==> config.mk <==
export PLATFORM = sky130hd
export DESIGN_NAME = pp_dual_fifo
export DESIGN_NICKNAME = d
export VERILOG_FILES = /design/src/rtl/ppbuf_pkg.sv /design/src/rtl/ppbuf_ram.sv /design/src/rtl/ppbuf_bank.sv /design/src/rtl/ppbuf_route.sv /design/src/rtl/pp_dual_fifo.sv
export SDC_FILE = /design/constraint.sdc
export NUM_CORES = 2
export LEC_CHECK = 0
export ABC_AREA = 0
export CAP_MARGIN = 20
export CORE_MARGIN = 2
export CORE_UTILIZATION = 50
export CTS_CLUSTER_DIAMETER = 150
export CTS_CLUSTER_SIZE = 14
export DETAILED_ROUTE_END_ITERATION = 10
export MAX_ROUTING_LAYER = met4
export PLACE_DENSITY_LB_ADDON = 0.2
export SYNTH_ARGS = -nofsm -noshare
export SYNTH_HDL_FRONTEND = slang
export SYNTH_SLANG_ARGS = --single-unit
==> constraint.sdc <==
create_clock -name clk -period 12 [get_ports clk]
set_clock_uncertainty 0.15 [all_clocks]
set_input_delay 3 -clock clk [delete_from_list [all_inputs] [get_ports clk]]
set_output_delay 3 -clock clk [all_outputs]
set_load 0.01 [all_outputs]
==> src/rtl/ppbuf_pkg.sv <==
package ppbuf_pkg;
  localparam int unsigned DEF_WIDTH = 20;
  localparam int unsigned DEF_DEPTH = 64;
  localparam int unsigned NUM_BANKS = 2;

  // bank indices: select value names the write-side bank
  localparam logic BANK_A = 1'b0;
  localparam logic BANK_B = 1'b1;

  function automatic int unsigned ptr_bits(input int unsigned depth);
    return (depth > 1) ? $clog2(depth) : 1;
  endfunction

  function automatic int unsigned cnt_bits(input int unsigned depth);
    return $clog2(depth + 1);
  endfunction
endpackage

==> src/rtl/ppbuf_ram.sv <==
module ppbuf_ram #(
  parameter int unsigned WIDTH = 20,
  parameter int unsigned DEPTH = 64,
  localparam int unsigned AW = ppbuf_pkg::ptr_bits(DEPTH)
) (
  input  logic             clk,
  input  logic             we,
  input  logic [AW-1:0]    waddr,
  input  logic [WIDTH-1:0] wdata,
  input  logic             re,
  input  logic [AW-1:0]    raddr,
  output logic [WIDTH-1:0] rdata
);
  // plain array with no reset so a block RAM can be inferred
  logic [WIDTH-1:0] mem [DEPTH];

  always_ff @(posedge clk) begin
    if (we) mem[waddr] <= wdata;
  end

  always_ff @(posedge clk) begin
    if (re) rdata <= mem[raddr];
  end
endmodule

==> src/rtl/ppbuf_bank.sv <==
module ppbuf_bank #(
  parameter int unsigned WIDTH = 20,
  parameter int unsigned DEPTH = 64,
  localparam int unsigned AW = ppbuf_pkg::ptr_bits(DEPTH),
  localparam int unsigned CW = ppbuf_pkg::cnt_bits(DEPTH)
) (
  input  logic             clk,
  input  logic             rst,
  input  logic             push_req,
  input  logic [WIDTH-1:0] push_data,
  input  logic             pop_req,
  output logic [WIDTH-1:0] pop_data,
  output logic             popped,
  output logic             is_empty,
  output logic             is_full,
  output logic [CW-1:0]    level
);
  localparam logic [AW-1:0] LAST_IDX = AW'(DEPTH - 1);
  localparam logic [CW-1:0] FULL_LVL = CW'(DEPTH);

  logic [AW-1:0] wptr, rptr;
  logic [CW-1:0] occ;
  logic          do_push, do_pop;

  assign is_empty = (occ == '0);
  assign is_full  = (occ == FULL_LVL);
  assign do_push  = push_req && !is_full;
  assign do_pop   = pop_req && !is_empty;
  assign popped   = do_pop;
  assign level    = occ;

  always_ff @(posedge clk or posedge rst) begin
    if (rst) begin
      wptr <= '0;
    end else if (do_push) begin
      wptr <= (wptr == LAST_IDX) ? '0 : wptr + 1'b1;
    end
  end

  always_ff @(posedge clk or posedge rst) begin
    if (rst) begin
      rptr <= '0;
    end else if (do_pop) begin
      rptr <= (rptr == LAST_IDX) ? '0 : rptr + 1'b1;
    end
  end

  always_ff @(posedge clk or posedge rst) begin
    if (rst) begin
      occ <= '0;
    end else begin
      unique case ({do_push, do_pop})
        2'b10:   occ <= occ + 1'b1;
        2'b01:   occ <= occ - 1'b1;
        default: occ <= occ;
      endcase
    end
  end

  ppbuf_ram #(
    .WIDTH(WIDTH),
    .DEPTH(DEPTH)
  ) u_ram (
    .clk   (clk),
    .we    (do_push),
    .waddr (wptr),
    .wdata (push_data),
    .re    (do_pop),
    .raddr (rptr),
    .rdata (pop_data)
  );
endmodule

==> src/rtl/ppbuf_route.sv <==
module ppbuf_route (
  input  logic       bank_sel,
  input  logic       wr_en,
  input  logic       rd_en,
  input  logic [1:0] bank_empty,
  output logic [1:0] push_req,
  output logic [1:0] pop_req,
  output logic       rd_side_empty
);
  logic rd_bank;

  // write side is the bank named by the select, read side the other one
  assign rd_bank = ~bank_sel;

  always_comb begin
    push_req = 2'b00;
    pop_req  = 2'b00;
    push_req[bank_sel] = wr_en;
    pop_req[rd_bank]   = rd_en;
  end

  assign rd_side_empty = bank_empty[rd_bank];
endmodule

==> src/rtl/pp_dual_fifo.sv <==
module pp_dual_fifo #(
  parameter int unsigned WIDTH = ppbuf_pkg::DEF_WIDTH,
  parameter int unsigned DEPTH = ppbuf_pkg::DEF_DEPTH,
  localparam int unsigned CW = ppbuf_pkg::cnt_bits(DEPTH),
  localparam int unsigned NB = ppbuf_pkg::NUM_BANKS
) (
  input  logic             clk,
  input  logic             rst,
  input  logic             bank_sel,
  input  logic             wr_en,
  input  logic [WIDTH-1:0] wr_data,
  input  logic             rd_en,
  output logic [WIDTH-1:0] rd_data,
  output logic             empty
);
  logic [NB-1:0]    push_req, pop_req, popped, b_empty, b_full;
  logic [WIDTH-1:0] b_data [NB];
  logic [CW-1:0]    b_level [NB];
  logic [CW-1:0]    level_a, level_b;
  logic             last_bank;

  ppbuf_route u_route (
    .bank_sel      (bank_sel),
    .wr_en         (wr_en),
    .rd_en         (rd_en),
    .bank_empty    (b_empty),
    .push_req      (push_req),
    .pop_req       (pop_req),
    .rd_side_empty (empty)
  );

  for (genvar g = 0; g < NB; g++) begin : g_bank
    ppbuf_bank #(
      .WIDTH(WIDTH),
      .DEPTH(DEPTH)
    ) u_bank (
      .clk       (clk),
      .rst       (rst),
      .push_req  (push_req[g]),
      .push_data (wr_data),
      .pop_req   (pop_req[g]),
      .pop_data  (b_data[g]),
      .popped    (popped[g]),
      .is_empty  (b_empty[g]),
      .is_full   (b_full[g]),
      .level     (b_level[g])
    );
  end

  // remembers which bank's output register holds the latest popped word
  always_ff @(posedge clk or posedge rst) begin
    if (rst) begin
      last_bank <= ppbuf_pkg::BANK_A;
    end else if (popped[0]) begin
      last_bank <= ppbuf_pkg::BANK_A;
    end else if (popped[1]) begin
      last_bank <= ppbuf_pkg::BANK_B;
    end
  end

  assign rd_data = last_bank ? b_data[1] : b_data[0];
  assign level_a = b_level[0];
  assign level_b = b_level[1];

  logic unused_full;
  assign unused_full = ^b_full;
endmodule

==> flow_metrics.env <==
export IMPL_yosys_area_share_simple_pct=1.84
export IMPL_synth_warnings=0
export IMPL_initial_utilization_pct=50.3
export IMPL_tightestPinTransition_ns=1.17
export IMPL_syn_area_per_cell_um2=22.3
export IMPL_first_iter_violations=6615
export IMPL_dr_max_layer_used="met4"
export IMPL_relSlewSlack_pct=22.0
export IMPL_core_area_um2=202000
export IMPL_clock_fmax_mhz=132
export IMPL_drc=0
export IMPL_fp_dieArea_um2=207000
export IMPL_floorplan_io_pins=46
export IMPL_capturing_element_type_of_the_critical_path="output pin"
export IMPL_ys_seq_elements=2639
export IMPL_final_period_minus_worst_setup_slack_ns=7.57
export IMPL_met2_length_mm=117
export IMPL_final_hold_violations=0
export IMPL_rsz0062_at_grt="false"
export IMPL_synth_flop_cell="sky130_fd_sc_hd__edfxtp_1"
export IMPL_reg2reg_launch_point="g_bank[0].u_bank.rptr[0]"
export IMPL_cp_max_fo=5
export IMPL_clk_root_buffer_cell="sky130_fd_sc_hd__clkbuf_16"
export IMPL_buffers_inserted_during_post_cts_setup_optimization=0
export IMPL_yosysUniqueCellTypes=64
export IMPL_synth_fp_nets=4610
export IMPL_grt_antenna_before_repair=5
export IMPL_wl_per_cell_um=33.3
export IMPL_rr_worst_depth=6
export IMPL_status="finished, final reports clean"
export IMPL_synth_edf_count=2600
export IMPL_slowest_stage="sky130_fd_sc_hd__clkdlybuf4s50_1"
export IMPL_setup_viol_count_final=0
export IMPL_first_global_vias=46457
export IMPL_worst_ep_arrival_time_ns=4.42
export IMPL_m1WireLength_mm=106
export IMPL_vdd_drop_max_mv=0.170
export IMPL_syn_cell_area_um2=102000
export IMPL_hold_end="g_bank[1].u_bank.wptr[2]"
export IMPL_yosysSeqAreaShare_pct=77.6
export IMPL_timing_worst_setup_path_type="primary input to output pin"
export IMPL_min_path_cells=1
export IMPL_worst_setup_hold_path_clk_slew_ns=0.07
export IMPL_tns_ns=0
export IMPL_worst_hold_path_type="flip-flop to flip-flop"
export IMPL_max_buffers_root_to_sink=3
export IMPL_cp_required_ns=8.85
export IMPL_critical_path_top_cell_by_count="sky130_fd_sc_hd__clkdlybuf4s50_1"
export IMPL_cap_violations=0
export IMPL_detail_route_wirelength_mm=250
export IMPL_slowest_stage_delay_cp_ns=0.58
export IMPL_htree_levels=4
export IMPL_tritoncts="done"
export IMPL_clock_sink_count=2639
export IMPL_num_nets_final=4788
export IMPL_last_weighted_congestion_value_of_the_routability_driven_placer=0.888
export IMPL_yosys_area_share_adder_pct=0.123
export IMPL_area_growth_synth_to_finish_pct=10.5
export IMPL_detail_route_vias_per_cell=6.36
export IMPL_synth_mux_area_fraction_pct=16.4
export IMPL_leakage_nw=34.4
export IMPL_cts_buffers_inserted=206
export IMPL_die_w_um=455
export IMPL_power_density_cell_area_nw_per_um2=207
export IMPL_synth_compound_gate_area_share_pct=2.48
export IMPL_r2r_end="g_bank[0].u_bank.u_ram.rdata[14]"
export IMPL_rrSetupSlack_ns=7.00
export IMPL_cts_hold_fix_buffers=0
export IMPL_power_total_w=0.0232
export IMPL_grt_usage_pct=24.9
export IMPL_insertion_delay_ns=0.85
export IMPL_critical_path_startpoint_category="primary input"
export IMPL_pin_count_of_the_biggest_net_entering_global_routing=110
export IMPL_cts_resized_gates=0
export IMPL_final_slew_violations=0
export IMPL_synth_xor_area_share_pct=0.224
export IMPL_synthesized_netlist_cell_count=4575
export IMPL_dieHeight_um=455
export IMPL_core_rowCount=165
export IMPL_fillers=14954
export IMPL_place_hpwl_mm=147
export IMPL_crit_path_cell_trace="clkdlybuf4s50_1, mux2_2, clkdlybuf4s50_1"
export IMPL_async_flop_share_pct=1.48
export IMPL_postRouteAntennaNets=0
export IMPL_input_output_buffers=45
export IMPL_global_route_overflow_total=0
export IMPL_dominant_combinational_cell_family_by_area_after_synthesis="multiplexers"
export IMPL_grt_pass1_wl_mm=352
export IMPL_first_pass_iters=5
export IMPL_detailroute_via_count=47691
export IMPL_finalCritPeriodShare_pct=63.1
export IMPL_holdCritStartpoint="g_bank[1].u_bank.wptr[2]"
export IMPL_post_route_cells_drive_above_1_share_pct=26.3
export IMPL_wl_met3_mm=20.5
## per-layer routing
layer,vias to the layer above,global-route usage (%)
li1,19563,-
met1,25746,36.9
met2,2087,37.0
met3,295,3.97
met4,0,5.59
met5,-,-
## flip-flops by register name, indices dropped and copies added (netlist names)
signal / cells
g_bank.u_bank.u_ram.mem: 2560
g_bank.u_bank.u_ram.rdata: 40
g_bank.u_bank.level: 14
g_bank.u_bank.rptr: 12
g_bank.u_bank.wptr: 12
last_bank: 1
## critical path, delay by kind of cell
family,cells,cell delay (ns)
buffers and inverters,2,1.06
multiplexers,1,0.36
## how the worst max path moves through the flow
| stage | from | to | cells after the start |
|---|---|---|---|
| floorplan | rd_en | g_bank[0].u_bank.level[6] | 11 |
| global placement | bank_sel | empty | 3 |
| detailed placement | bank_sel | empty | 3 |
| CTS | bank_sel | empty | 3 |
| global route | bank_sel | empty | 3 |
| finish | bank_sel | empty | 3 |
## layout make-up
cell class	count	area (um2)	share of cell area, %
tap	2672	3340	2.97
inverter	16	60.1	0.0534
antenna	6	15.0	0.0133
sequential	2639	79100	70.3
clock inverter	6	96.3	0.0857
clock buffer	273	5560	4.94
timing repair buffer	227	2540	2.26
multi-input combinational	1663	21800	19.4
## cells in the mapped netlist, types with 20 or more instances
cell,instances,area (um2)
sky130_fd_sc_hd__mux2_2,54,608
sky130_fd_sc_hd__clkbuf_1,108,405
sky130_fd_sc_hd__mux4_2,647,14600
sky130_fd_sc_hd__o211ai_1,24,180
sky130_fd_sc_hd__buf_2,93,465
sky130_fd_sc_hd__o21ai_0,28,140
sky130_fd_sc_hd__o22ai_1,28,175
sky130_fd_sc_hd__nand2_1,105,394
sky130_fd_sc_hd__a211oi_1,26,195
sky130_fd_sc_hd__edfxtp_1,2600,78100
sky130_fd_sc_hd__mux2i_1,141,1410
sky130_fd_sc_hd__a311oi_1,20,175
sky130_fd_sc_hd__nor2b_1,36,225
sky130_fd_sc_hd__dfrtp_1,39,976
sky130_fd_sc_hd__a22oi_1,39,293
sky130_fd_sc_hd__buf_1,21,78.8
sky130_fd_sc_hd__a221oi_1,22,193
sky130_fd_sc_hd__nor2_1,187,702
sky130_fd_sc_hd__buf_4,25,188
sky130_fd_sc_hd__a21oi_1,96,480
## power breakdown
| part | internal (W) | leakage (nW) | switching [W] |
|---|---|---|---|
| sequential | 0.0104 | 23.8 | 0.000408 |
| combinational | 0.00259 | 7.85 | 0.00360 |
| clock | 0.00321 | 2.74 | 0.00303 |
| total | 0.0162 | 34.4 | 0.00704 |
## layout by cell type (no fill, tap or decap), drive strengths merged, types with 5 or more instances in the layout
cell type	Yosys	layout
mux4	651	651
a21oi	96	96
o211ai	24	24
nor2b	36	36
nand2b	15	15
or3b	5	5
nor3	7	7
a211oi	26	26
nand3	16	16
and2	6	6
buf	148	202
diode	0	6
a31oi	17	17
xor2	12	12
o31ai	6	6
a32o	11	11
a221oi	22	22
inv	15	17
or3	5	5
o21ai	32	32
xnor2	14	14
edfxtp	2600	2600
dfrtp	39	39
clkdlybuf4s50	0	25
o221ai	19	19
a22oi	39	39
nand3b	12	12
mux2	54	54
o22ai	28	28
a311oi	20	20
clkbuf	109	273
mux2i	141	141
ha	10	10
nand4	6	6
nor2	187	187
nand2	105	105
## cells by family (layout without fill, tap and decap cells)
kind of cell | count (synthesis) | in the layout
adders and majority gates | 10 | 10
DFF | 2639 | 2639
buffers and inverters | 273 | 522
AOI/OAI and AO/OA | 367 | 367
other | 0 | 6
xor gates and xnor gates | 26 | 26
muxes | 846 | 846
and+or+nand+nor | 414 | 414
## per-stage QoR
stage	hold WS, ns	instances	setup WS (ns)	instance area, um2	utilization (%)
2_1_floorplan	0.316	4575	5.17	102000	-
3_3_place_gp	0.363	7143	4.46	106000	52.2
3_5_place_dp	0.359	7169	4.45	106000	52.4
4_1_cts	0.372	7448	4.44	112000	55.2
5_1_grt	0.386	7499	4.39	112000	55.6
6_report	0.371	7502	4.43	112000	55.6
No activity file was read; power rests on OpenSTA's default activity.
